## config.mk

```make
export PLATFORM = sky130hd
export DESIGN_NAME = bus_yield_ctrl
export DESIGN_NICKNAME = d
export VERILOG_FILES = /design/src/rtl/bus_yield_pkg.sv /design/src/rtl/bus_yield_sync.sv /design/src/rtl/bus_yield_fsm.sv /design/src/rtl/bus_yield_ctrl.sv
export SDC_FILE = /design/constraint.sdc
export NUM_CORES = 1
export LEC_CHECK = 0
export BUFFER_PORTS_ARGS = -buffer_cell sky130_fd_sc_hd__buf_4
export CORE_MARGIN = 5
export CORE_UTILIZATION = 25
export CTS_CLUSTER_DIAMETER = 100
export CTS_CLUSTER_SIZE = 25
export DETAILED_ROUTE_END_ITERATION = 12
export SYNTH_ARGS = -nofsm -noshare
export SYNTH_HDL_FRONTEND = slang
export SYNTH_HIERARCHICAL = 1
export SYNTH_SLANG_ARGS = --single-unit
```

## constraint.sdc

```tcl
create_clock -name clk -period 1.26 [get_ports clk]
set_clock_uncertainty 0.05 [all_clocks]
set_input_delay 0.126 -clock clk [delete_from_list [all_inputs] [get_ports clk]]
set_output_delay 0.126 -clock clk [all_outputs]
set_load 0.01 [all_outputs]
```

## src/rtl/bus_yield_pkg.sv

```systemverilog
package bus_yield_pkg;

    typedef enum logic [2:0] {
        IDLE_OWNED        = 3'd0,
        WAIT_AS           = 3'd1,
        GRANTED           = 3'd2,
        RELEASED_TO_OTHER = 3'd3,
        REGRANT           = 3'd4
    } yield_state_e;

    // Synchronized arbitration inputs, converted to active-high.
    typedef struct packed {
        logic ack;
        logic req;
    } arb_in_t;

    function automatic logic grant_driven(yield_state_e s);
        return (s == GRANTED) || (s == REGRANT);
    endfunction

    function automatic logic cpu_holds(yield_state_e s);
        return (s == IDLE_OWNED) || (s == WAIT_AS);
    endfunction

endpackage

```

## src/rtl/bus_yield_sync.sv

```systemverilog
module bus_yield_sync #(
    parameter int WIDTH = 2,
    parameter int STAGES = 2,
    parameter logic [WIDTH-1:0] IDLE_VAL = '1
) (
    input  logic             clk,
    input  logic             rst,
    input  logic [WIDTH-1:0] din,
    output logic [WIDTH-1:0] dout
);

    logic [WIDTH-1:0] pipe_q [STAGES];

    // Falling-edge capture chain; the last stage is read on the rising edge.
    always_ff @(negedge clk) begin
        if (rst) begin
            for (int i = 0; i < STAGES; i++) pipe_q[i] <= IDLE_VAL;
        end else begin
            pipe_q[0] <= din;
            for (int i = 1; i < STAGES; i++) pipe_q[i] <= pipe_q[i-1];
        end
    end

    assign dout = pipe_q[STAGES-1];

endmodule

```

## src/rtl/bus_yield_fsm.sv

```systemverilog
module bus_yield_fsm
    import bus_yield_pkg::*;
#(
    parameter int REGRANT_HOLD = 2
) (
    input  logic    clk,
    input  logic    rst,
    input  arb_in_t arb,
    input  logic    cyc_committed,
    input  logic    strobe_driven,
    output logic    grant_n,
    output logic    owns
);

    localparam int HOLD_W = $clog2(REGRANT_HOLD + 1) + 1;
    localparam logic [HOLD_W-1:0] HOLD_MAX = HOLD_W'(REGRANT_HOLD);

    yield_state_e state_q, state_d;
    logic [HOLD_W-1:0] hold_q;
    logic hold_done;

    assign hold_done = (hold_q == HOLD_MAX);

    always_comb begin
        state_d = state_q;
        unique case (state_q)
            IDLE_OWNED: begin
                if (arb.req) begin
                    if (cyc_committed && !strobe_driven) state_d = WAIT_AS;
                    else                                 state_d = GRANTED;
                end
            end
            WAIT_AS: begin
                if (!arb.req)                            state_d = IDLE_OWNED;
                else if (strobe_driven || !cyc_committed) state_d = GRANTED;
            end
            GRANTED: begin
                if (arb.ack)       state_d = RELEASED_TO_OTHER;
                else if (!arb.req) state_d = IDLE_OWNED;
            end
            RELEASED_TO_OTHER: begin
                if (arb.req && hold_done) state_d = REGRANT;
                else if (!arb.ack)        state_d = IDLE_OWNED;
            end
            REGRANT: begin
                if (!arb.ack)      state_d = GRANTED;
                else if (!arb.req) state_d = RELEASED_TO_OTHER;
            end
            default: state_d = IDLE_OWNED;
        endcase
    end

    always_ff @(posedge clk) begin
        if (rst) state_q <= IDLE_OWNED;
        else     state_q <= state_d;
    end

    // Hold-off timer: restarts on every entry to the released state, saturates.
    always_ff @(posedge clk) begin
        if (rst || state_q != RELEASED_TO_OTHER) hold_q <= '0;
        else if (!hold_done)                     hold_q <= hold_q + 1'b1;
    end

    assign grant_n = !grant_driven(state_q);
    assign owns    = cpu_holds(state_q);

    a_r2_grant_needs_req: assert property (@(posedge clk) disable iff (rst)
        $fell(grant_n) |-> $past(arb.req));

    a_r3_hold_for_strobe: assert property (@(posedge clk) disable iff (rst)
        (state_q == IDLE_OWNED && arb.req && cyc_committed && !strobe_driven)
        |=> (grant_n && owns));

    a_r4_withdraw_returns_bus: assert property (@(posedge clk) disable iff (rst)
        (state_q == GRANTED && !arb.req && !arb.ack) |=> (grant_n && owns));

    a_r5_wait_withdraw: assert property (@(posedge clk) disable iff (rst)
        (state_q == WAIT_AS && !arb.req) |=> (grant_n && owns));

    a_r6_ack_drops_grant: assert property (@(posedge clk) disable iff (rst)
        (!grant_n && arb.ack && state_q != REGRANT) |=> grant_n);

    a_r6_owned_elsewhere: assert property (@(posedge clk) disable iff (rst)
        (!owns && arb.ack) |=> !owns);

    a_r8_holdoff: assert property (@(posedge clk) disable iff (rst)
        (state_q == RELEASED_TO_OTHER && hold_q < HOLD_MAX) |=> grant_n);

endmodule

```

## src/rtl/bus_yield_ctrl.sv

```systemverilog
module bus_yield_ctrl
    import bus_yield_pkg::*;
#(
    parameter int SYNC_STAGES  = 2,
    parameter int REGRANT_HOLD = 2
) (
    input  logic clk,
    input  logic rst,
    input  logic bus_req_n,
    input  logic grant_ack_n,
    input  logic cyc_committed,
    input  logic strobe_driven,
    output logic bus_grant_n,
    output logic cpu_owns_bus
);

    localparam int ARB_W = $bits(arb_in_t);

    logic [ARB_W-1:0] raw_sync;
    arb_in_t          arb;

    bus_yield_sync #(
        .WIDTH    (ARB_W),
        .STAGES   (SYNC_STAGES),
        .IDLE_VAL ({ARB_W{1'b1}})
    ) u_sync (
        .clk  (clk),
        .rst  (rst),
        .din  ({grant_ack_n, bus_req_n}),
        .dout (raw_sync)
    );

    assign arb = arb_in_t'(~raw_sync);

    bus_yield_fsm #(
        .REGRANT_HOLD (REGRANT_HOLD)
    ) u_fsm (
        .clk           (clk),
        .rst           (rst),
        .arb           (arb),
        .cyc_committed (cyc_committed),
        .strobe_driven (strobe_driven),
        .grant_n       (bus_grant_n),
        .owns          (cpu_owns_bus)
    );

endmodule

```

==> impl_metrics.toml <==
[synthesis]
synth_largest_area_cell = "dfxtp_1"
yosys-top-cells-count = "dfxtp_1, nor2_1, inv_1"
syn_area_sq_um = 569
synth.most_common_cell = "dfxtp_1"
postSynth.asyncResetShare_pct = 0
synthTopCellsByArea = "dfxtp_1, nand3b_1, nor2_1, ha_1, or2_1"
ys_ff_latch = 10
syn_inst = 64
synth_cell_types = 29
syn_nets = 72
synth_edf_count = 0
yosysWarnings = 6
avgSynthCellArea_sq_um = 8.90
synth_ff_type = "dfxtp_1"
ys_seq_area_share_pct = 35.2
synth_top_area_share_pct = 35.2

[critical_path]
cp.depth = 5
worstPathArrival_ns = 2.10
timing.rr.start = "u_sync/pipe_q[0][3]"
crit_start = "u_sync/pipe_q[0][3]"
worstSetupEndpoint = "u_fsm/state_q[2]"
r2r_end = "u_fsm/state_q[2]"
crit_chain = "inv_4, or3b_4, a21oi_4, nor2b_4, o32ai_2"
reg2regPathDepth = 5
path_buf_inv = 1
setup.worst_path.start_class = "register"
crit_family = "simple AND/OR/NAND/NOR gates"
cp.required_ns = 1.38
crit_path_top_delay_cell = "or3b_4"
ff2ff_setup_slack_ns = -0.72
crit_fanout = 4
critPathKind = "register to register"
crit_path_max_incr_delay_ns = 0.38
end_kind = "register"

[global_route]
grtUsageTotal_pct = 7.88
overflow = 0
grt_pass1_vias = 485
grt_pass1_wl_mm = 2.01
antenna_found_initial = 0
grt_max_degree = 8

[hold_path]
min_from = "rst"
holdCritPathClass = "primary input to register"

[detailed_routing]
drt_iter0_markers = 8
via_per_inst = 4.39
ant_nets = 0
wl_per_cell_microns = 10.0
drc = 0
wirelength_mm = 1.20
num_vias = 527
first_pass_iters = 4

[sta]
fin_setup_tns_ns = -2.29
rsz0062_at_grt = "true"
setup_viol_count_final = 5
relSlewSlack_pct = 82.7
tightest_slew_ns = 0.258
worst_slack_ns = -0.717
finalMaxSlewViolations = 0
hold_viol = 0

[power_and_ir_drop]
ir_drop_mv = 0.535
p_leak_nw = 0.382
powerDensity_mw_per_mm2 = 837
fin_total_pwr_w = 0.000701

[clock_tree]
htree_levels = 1
clkTransAtPathRegs_ns = 0.07
cts_tree = "done"
clockBufferDepth = 2
clk_latency_ns = 0.32
cts.sinks = 10
root_buffer = "clkbuf_4"
numCtsBuffers = 3

[cells_and_area]
fillers = 228
syn_to_final_growth_pct = 47.0
finalInstanceArea_sq_um = 837
num_antenna_cells = 0
final_util_pct = 38.2
multi_input_area_sq_um = 342
drive_above_1_share_pct = 45.7
regArea_sq_um = 203
final_nets = 101

[run_status]
violations = "negative setup slack"
status = "complete, but fails checks"

[place]
pre_cts_ws_ns = -0.714
port_buffers = 7
placed_cell_area_sq_um = 754
dp_hpwl_microns = 910
place.gp.congestion = 0.815

[die]
dieArea_sq_mm = 0.00333
start_util_pct = 26.0
die_height_microns = 57.7
num_rows = 17
die_w_microns = 57.7
io_pins = 8
core_sq_mm = 0.00219

[flow_run]
cap_violations = 0
[layout by cell type, fill, tap and decap left out, drive strengths merged, types with 2 or more instances in the layout]
| cell | n |
|---|---|
| nand2b | 3 |
| ha | 2 |
| nand3b | 4 |
| a21oi | 5 |
| clkbuf | 3 |
| or2 | 4 |
| inv | 8 |
| nor2 | 7 |
| nand2 | 2 |
| mux2i | 2 |
| buf | 26 |
| dfxtp | 10 |
[logic make-up (layout without fill, tap and decap cells)]
logic type,count (synthesis),count (layout),share of synthesized area (%)
AO/OA/AOI/OAI,11,11,15.2
XOR/XNOR,2,2,3.08
adder cells (fa/ha/maj),2,2,4.39
buffers and inverters,10,38,9.67
flip-flops,10,10,35.2
multiplexers,2,2,3.52
AND/OR/NAND/NOR,27,27,29.0
[report_power, final]
part           total (W)  leakage (nW)  switching (W)  internal (W)
combinational  0.0000992         0.262      0.0000395     0.0000597
sequential      0.000336        0.0809     0.00000780      0.000328
clock           0.000266        0.0390       0.000132      0.000134
[registers in the layout (all words and copies together) (netlist names)]
signal / cells
u_sync/pipe_q: 4
u_fsm/state_q: 3
u_fsm/hold_q: 3
[how the worst min path moves through the flow]
stage | slack [ns] | depth (start not counted) | end
after floorplan | 0.15 | 1 | u_fsm/state_q[0]
after global placement | 0.34 | 1 | u_sync/pipe_q[0][2]
after detailed placement | 0.34 | 1 | u_sync/pipe_q[0][3]
after CTS | 0.12 | 3 | u_fsm/state_q[0]
after global routing | 0.13 | 3 | u_fsm/state_q[0]
final | 0.13 | 3 | u_fsm/state_q[0]
[stage by stage]
step	cells	hold slack (ns)
2_1_floorplan	64	0.145
3_3_place_gp	111	0.337
3_5_place_dp	111	0.342
4_1_cts	119	0.116
5_1_grt	120	0.128
6_report	120	0.130
[routing by layer]
layer  vias up  GRT usage [%]  routed length (microns)
li1        273              -                        -
met1       236           8.93                      511
met2        16           13.1                      599
met3         2           1.34                       73
met4         0           5.96                       15
met5         -              0                        0
[tightest hold or removal path: cells and delay by family]
kind | cells | cell delay [ns]
compound gates | 1 | 0.04
buf+inv | 2 | 0.23
[layout make-up]
type                            count  area share, %
Multi-Input combinational cell     44           40.8
Sequential cell                    10           24.2
Timing Repair Buffer               26           23.3
Tap cell                           28           4.19
Clock buffer                        3           2.69
Clock inverter                      5           2.39
Inverter                            4           2.39
[what timing repair did]
| item | in CTS | in global routing |
|---|---|---|
| setup buffers | 1 | 1 |
| gates resized for setup | 4 | 1 |
| pin swaps | 1 | 1 |
| setup endpoints to repair | 5 | 6 |
| hold buffers | 0 | 0 |
Note: power is estimated with default switching activity, not from simulation.
